--- src/rtl/kpd_pkg.sv ---
// Package: shared types and helpers for the keypad column strobe driver.
// Assumes the mode field width is one bit wider than a column index.
package kpd_pkg;

    typedef enum logic [1:0] {
        DRV_FLOAT  = 2'd0,
        DRV_HIGH   = 2'd1,
        DRV_LOW    = 2'd2,
        DRV_SINGLE = 2'd3
    } drv_kind_e;

    localparam logic [7:0] RESET_MODE = 8'd2;

    // Classify a mode code: top bit set selects one column, else 0/1/other.
    function automatic drv_kind_e classify_mode(input logic top_bit,
                                                input logic [7:0] low_val);
        drv_kind_e k;
        if (top_bit)            k = DRV_SINGLE;
        else if (low_val == 0)  k = DRV_HIGH;
        else if (low_val == 1)  k = DRV_LOW;
        else                    k = DRV_FLOAT;
        return k;
    endfunction

endpackage

--- src/rtl/kpd_regs.sv ---
// Module: kpd_regs
// Holds the column mode and the row-select mask. Writes commit only when
// the peripheral clock enable is high. Readback is combinational.
// Assumes: address 0 = mode (low MODE_W bits), address 1 = mask.
module kpd_regs #(
    parameter int unsigned NUM_ROWS = 8,
    parameter int unsigned MODE_W   = 4,
    parameter int unsigned DATA_W   = 8
) (
    input  logic                clk,
    input  logic                rst_n,
    input  logic                clk_en,
    input  logic                we,
    input  logic                addr,
    input  logic [DATA_W-1:0]   wdata,
    output logic [DATA_W-1:0]   rdata,
    output logic [MODE_W-1:0]   mode_q,
    output logic [NUM_ROWS-1:0] mask_q
);
    import kpd_pkg::*;

    logic commit;
    assign commit = we & clk_en;

    // Mode register: reset to the all-floating code.
    always_ff @(posedge clk) begin
        if (!rst_n)
            mode_q <= RESET_MODE[MODE_W-1:0];
        else if (commit && !addr)
            mode_q <= wdata[MODE_W-1:0];
    end

    // Mask register: reset to no rows selected.
    always_ff @(posedge clk) begin
        if (!rst_n)
            mask_q <= '0;
        else if (commit && addr)
            mask_q <= wdata[NUM_ROWS-1:0];
    end

    // Readback mux, zero-extended.
    always_comb begin
        rdata = '0;
        if (addr) rdata[NUM_ROWS-1:0] = mask_q;
        else      rdata[MODE_W-1:0]   = mode_q;
    end

endmodule

--- src/rtl/kpd_col_decode.sv ---
// Module: kpd_col_decode
// Turns the mode code into per-column data and output-enable vectors.
// Assumes: NUM_COLS is a power of two and MODE_W = log2(NUM_COLS)+1.
module kpd_col_decode #(
    parameter int unsigned NUM_COLS = 8,
    parameter int unsigned MODE_W   = 4
) (
    input  logic [MODE_W-1:0]   mode,
    output logic [NUM_COLS-1:0] col_out,
    output logic [NUM_COLS-1:0] col_oe
);
    import kpd_pkg::*;

    localparam int unsigned IDX_W = MODE_W - 1;

    drv_kind_e kind;
    logic [IDX_W-1:0] idx;
    logic [7:0] low_val;

    assign idx = mode[IDX_W-1:0];

    // Zero-extend the index bits for classification.
    always_comb begin
        low_val = '0;
        low_val[IDX_W-1:0] = idx;
    end

    assign kind = classify_mode(mode[MODE_W-1], low_val);

    // Per-column drive: generate one slice per pad.
    for (genvar c = 0; c < NUM_COLS; c++) begin : g_col
        // Drive the enable and data for column c from the mode kind.
        always_comb begin
            unique case (kind)
                DRV_HIGH:   begin col_oe[c] = 1'b1; col_out[c] = 1'b1; end
                DRV_LOW:    begin col_oe[c] = 1'b1; col_out[c] = 1'b0; end
                DRV_SINGLE: begin
                    col_oe[c]  = (idx == IDX_W'(c));
                    col_out[c] = (idx == IDX_W'(c));
                end
                default:    begin col_oe[c] = 1'b0; col_out[c] = 1'b0; end
            endcase
        end
    end

endmodule

--- src/rtl/kpd_row_sync.sv ---
// Module: kpd_row_sync
// Multi-stage synchroniser, one chain per row bit. Runs on the always-on
// clock (not gated by the peripheral enable) so wake detection keeps working.
module kpd_row_sync #(
    parameter int unsigned NUM_ROWS = 8,
    parameter int unsigned STAGES   = 2
) (
    input  logic                clk,
    input  logic                rst_n,
    input  logic [NUM_ROWS-1:0] row_async,
    output logic [NUM_ROWS-1:0] row_sync
);
    for (genvar r = 0; r < NUM_ROWS; r++) begin : g_row
        logic [STAGES-1:0] chain;
        // Shift the raw row bit through the synchroniser chain.
        always_ff @(posedge clk) begin
            if (!rst_n) chain <= '0;
            else        chain <= {chain[STAGES-2:0], row_async[r]};
        end
        assign row_sync[r] = chain[STAGES-1];
    end

endmodule

--- src/rtl/keypad_strobe_drv.sv ---
// Module: keypad_strobe_drv (top)
// Column strobe driver with a masked-row keyboard interrupt and wake request.
// Assumes: synchronous active-low reset; clk runs always, clk_en gates the
// register file and the interrupt flop only.
module keypad_strobe_drv #(
    parameter int unsigned NUM_COLS    = 8,
    parameter int unsigned NUM_ROWS    = 8,
    parameter int unsigned SYNC_STAGES = 2,
    parameter int unsigned DATA_W      = 8
) (
    input  logic                clk,
    input  logic                rst_n,
    input  logic                clk_en,
    input  logic                reg_we,
    input  logic                reg_addr,
    input  logic [DATA_W-1:0]   reg_wdata,
    output logic [DATA_W-1:0]   reg_rdata,
    input  logic [NUM_ROWS-1:0] row_in,
    output logic [NUM_COLS-1:0] col_out,
    output logic [NUM_COLS-1:0] col_oe,
    output logic                kbd_irq,
    output logic                kbd_wake
);
    localparam int unsigned MODE_W = $clog2(NUM_COLS) + 1;

    logic [MODE_W-1:0]   mode_q;
    logic [NUM_ROWS-1:0] mask_q;
    logic [NUM_ROWS-1:0] row_sync;
    logic                any_sel;
    logic                irq_q;

    kpd_regs #(
        .NUM_ROWS(NUM_ROWS), .MODE_W(MODE_W), .DATA_W(DATA_W)
    ) u_regs (
        .clk(clk), .rst_n(rst_n), .clk_en(clk_en),
        .we(reg_we), .addr(reg_addr), .wdata(reg_wdata),
        .rdata(reg_rdata), .mode_q(mode_q), .mask_q(mask_q)
    );

    kpd_col_decode #(
        .NUM_COLS(NUM_COLS), .MODE_W(MODE_W)
    ) u_dec (
        .mode(mode_q), .col_out(col_out), .col_oe(col_oe)
    );

    kpd_row_sync #(
        .NUM_ROWS(NUM_ROWS), .STAGES(SYNC_STAGES)
    ) u_sync (
        .clk(clk), .rst_n(rst_n), .row_async(row_in), .row_sync(row_sync)
    );

    // Masked OR of synchronised rows.
    assign any_sel = |(row_sync & mask_q);

    // Level interrupt flop, frozen while the peripheral clock is disabled.
    always_ff @(posedge clk) begin
        if (!rst_n)      irq_q <= 1'b0;
        else if (clk_en) irq_q <= any_sel;
    end

    assign kbd_irq  = irq_q;
    assign kbd_wake = any_sel;

endmodule

--- config.mk ---
export PLATFORM = sky130hd
export DESIGN_NAME = keypad_strobe_drv
export DESIGN_NICKNAME = d
export VERILOG_FILES = /design/src/rtl/kpd_pkg.sv /design/src/rtl/kpd_regs.sv /design/src/rtl/kpd_col_decode.sv /design/src/rtl/kpd_row_sync.sv /design/src/rtl/keypad_strobe_drv.sv
export SDC_FILE = /design/constraint.sdc
export NUM_CORES = 1
export LEC_CHECK = 0
export BUFFER_PORTS_ARGS = -buffer_cell sky130_fd_sc_hd__buf_2
export CAP_MARGIN = 0
export CELL_PAD_IN_SITES_DETAIL_PLACEMENT = 1
export CELL_PAD_IN_SITES_GLOBAL_PLACEMENT = 2
export CORE_UTILIZATION = 33
export CTS_BUF_LIST = sky130_fd_sc_hd__clkbuf_4 sky130_fd_sc_hd__clkbuf_8
export CTS_CLUSTER_SIZE = 30
export DETAILED_ROUTE_END_ITERATION = 8
export GPL_ROUTABILITY_DRIVEN = 0
export PLACE_DENSITY_LB_ADDON = 0.1
export SLEW_MARGIN = 20
export SYNTH_ARGS = -nofsm -noshare
export SYNTH_HDL_FRONTEND = slang
export SYNTH_SLANG_ARGS = --single-unit
--- constraint.sdc ---
create_clock -name clk -period 2.3 [get_ports clk]
set_input_delay 0.23 -clock clk [delete_from_list [all_inputs] [get_ports clk]]
set_output_delay 0.23 -clock clk [all_outputs]
set_load 0.005 [all_outputs]
==> impl_metrics.tcl <==
set metrics [dict create \
    status "finished clean" \
    grt_pass1_vias 998 \
    hp-class "in -> reg" \
    dieArea_um2 4539 \
    clock_skew_ns 0.004533 \
    worst_pin_slew_ns 0.3808 \
    start_util_pct 34.75 \
    synth.most_common_cell "dfxtp_1" \
    netlist.area_leader.share_pct 41.17 \
    final_cells 244 \
    final.period_utilization_pct 94.40 \
    wl_per_cell_um 12.89 \
    reg2regPathDepth 3 \
    max_freq_ghz 0.4606 \
    hp-start "row_in[7]" \
    ys_seq_area_share_pct 41.17 \
    slew-limit-headroom_pct 74.61 \
    worst_ep_arrival_time_ns 1.94 \
    area_growth_pct 24.49 \
    yosysTopAreaCell "dfxtp_1" \
    io_buffers 46 \
    comb_power_share_pct 10.4 \
    irDropWorstVdd_uv 343.7 \
    synthArstFlopShare_pct 0 \
    power_frac_seq_pct 44.2 \
    cp-startpoint "u_regs.mode_q[1]" \
    syn_nets 172 \
    cts.sinks 29 \
    gr-total-overflow 0 \
    hold_buffers 0 \
    antenna_found_initial 0 \
    path_cells "nor2_1 -> a21o_1 -> ha_1 -> and2_1 -> a31oi_1 -> nor2_1 -> buf_2" \
    critPathSlowestCell "dfxtp_1" \
    cts_repair_resize_count 0 \
    grt_pass1_wl_um 4671 \
    via_per_inst 4.693 \
    synthTopCellsByCount "29 x dfxtp_1, 18 x and2_1, 15 x nor2_1" \
    ys_top_cells_by_area "dfxtp_1 41%, mux2i_1 8.5%, and2_1 8.0%" \
    setup_violations 0 \
    rsz0062_at_grt "no" \
    synth_seq_cells 29 \
    die_w_um 67.37 \
    r2r-start "u_regs.mode_q[0]" \
    synth_area_um2 1410 \
    drv_slew 0 \
    p_sw_share_pct 21.58 \
    fin_setup_tns_ns 0 \
    crit_path_max_incr_delay_ns 0.53 \
    die_h_um 67.37 \
    grt_usage_pct 14.44 \
    clkPwrFrac_pct 45.4 \
    drv_cap 0 \
    grt_max_degree 30 \
    nNetsFinal 216 \
    postCtsSetupBuffers 0 \
    detail_route.wirelength_um 3145 \
    path_clk_slew_ns 0.06 \
    rows 23 \
    worstSkewPairLatency_ns 0.28 \
    leakagePower_nw 0.9050 \
    h-tree-depth 2 \
    crit_end "col_oe[5]" \
    vias 1145 \
    layout-drive-gt1-share_pct 36.08 \
    drtIter0Drc 22 \
    r2r_slack_ns 1.35 \
    finalHoldViolations 0 \
    antenna_cells 0 \
    worstPathMaxFanout 9 \
    cts-root-buf "clkbuf_8" \
    cts_made_buffers 5 \
    core_um2 4058 \
    p_sw_mw 0.2617 \
    hpwl_um 2348 \
    synth_edf_count 0 \
    drt_first_pass_iters 3 \
    synth.distinct_cells 29 \
    p_per_area_nw_per_um2 690.9 \
    power_mw 1.213 \
    syn-instance-count 149 \
    path_class "reg -> out" \
    cts_tree "done" \
    io_pins 47 \
    syn_avg_cell_area_um2 9.464 \
    startpoint_type "flip-flop" \
    ant_nets 0 \
    placed_cells 236 \
    yosys_warnings 0 \
    regToRegEndpoint "u_regs.mode_q[0]" \
    cp-end-kind "output port" \
    final_util_pct 43.26 \
    cts.path.max_buffers 2 \
    synthFlopType "dfxtp_1" \
    drc 0 \
    min_period_ns 2.171 \
    required_ns 2.07 \
    critPathMostFrequentCell "nor2_1" \
    intPower_mw 0.9512 \
]
[cell usage in the layout, fill, tap and decap left out, drive strengths merged, types with 2 or more instances in the layout]
master,synthesis,layout
dfxtp,29,29
nand2,2,2
nor2b,13,13
a22oi,4,4
nor3,7,7
inv,4,4
a21oi,6,6
nor2,15,15
ha,2,2
mux2i,12,12
o21ai,2,2
and2,22,22
clkbuf,2,7
mux2,3,3
xor2,2,2
buf,11,50
a31oi,7,7
[worst max-delay path: cells and delay by family (launching register included)]
family          cells  cell delay (ns)
fa+ha+maj           1             0.20
buf+inv             1             0.13
compound gates      2             0.40
flops               1             0.53
simple gates        3             0.40
[how the worst min path moves through the flow]
stage	to	slack, ns	cells after the start
6_report	u_sync.g_row[7].chain[0]	0.15	2
5_1_grt	u_sync.g_row[7].chain[0]	0.15	2
4_1_cts	u_sync.g_row[7].chain[0]	0.14	2
3_5_place_dp	u_sync.g_row[1].chain[1]	0.42	1
3_3_place_gp	u_sync.g_row[5].chain[1]	0.42	1
2_1_floorplan	kbd_irq	0.32	1
[logic make-up (layout without fill, tap and decap cells)]
group                      after synthesis  after routing  synth area share (%)
buffers and inverters                   17             62                 7.985
adders and majority gates                2              2                 1.774
DFF                                     29             29                 41.17
AOI/OAI and AO/OA                       21             21                 9.761
muxes                                   15             15                 10.91
xor gates and xnor gates                 2              2                 1.242
and+or+nand+nor                         63             63                 27.15
[metal layers]
layer	vias to the layer above	part of all wire, %	global-route usage (%)
met5	-	0	0
met4	0	1.7	7.979
met3	6	4.7	4.392
met2	31	45	20.63
met1	522	49	19.16
li1	586	-	-
[flip-flops by register name, indices dropped and copies added (netlist names)]
signal / count
kbd_irq: 1
u_regs.mode_q: 4
u_regs.mask_q: 8
u_sync.g_row.chain: 16
[area by class of cell]
type / count / area (um2)
timing repair buffer: 50 / 260.3
multi-input combinational: 103 / 716.9
tap: 50 / 62.56
fill: 493 / 2302
clock buffer: 7 / 90.09
inverter: 4 / 15.01
clock inverter: 1 / 30.03
sequential: 29 / 580.6
[power groups by stage]
stage / registers [mW] / clock network [mW] / logic (mW)
after floorplan: 0.541 / 0 / 0.0891
after global placement: 0.546 / 0 / 0.125
after detailed placement: 0.547 / 0 / 0.129
after CTS: 0.536 / 0.564 / 0.130
after global routing: 0.538 / 0.585 / 0.142
final: 0.536 / 0.551 / 0.127
[per-stage QoR]
| step | worst slack [ns] | hold slack [ns] | instance area, um2 |
|---|---|---|---|
| 3_3_place_gp | 0.4825 | 0.4160 | 1635 |
| 4_1_cts | 0.1207 | 0.1430 | 1755 |
| 6_report | 0.1289 | 0.1500 | 1755 |
| 5_1_grt | 0.005096 | 0.1515 | 1755 |
| 3_5_place_dp | 0.4293 | 0.4200 | 1635 |
| 2_1_floorplan | 0.7109 | 0.3198 | 1410 |
(Power assumes the default switching activity.)
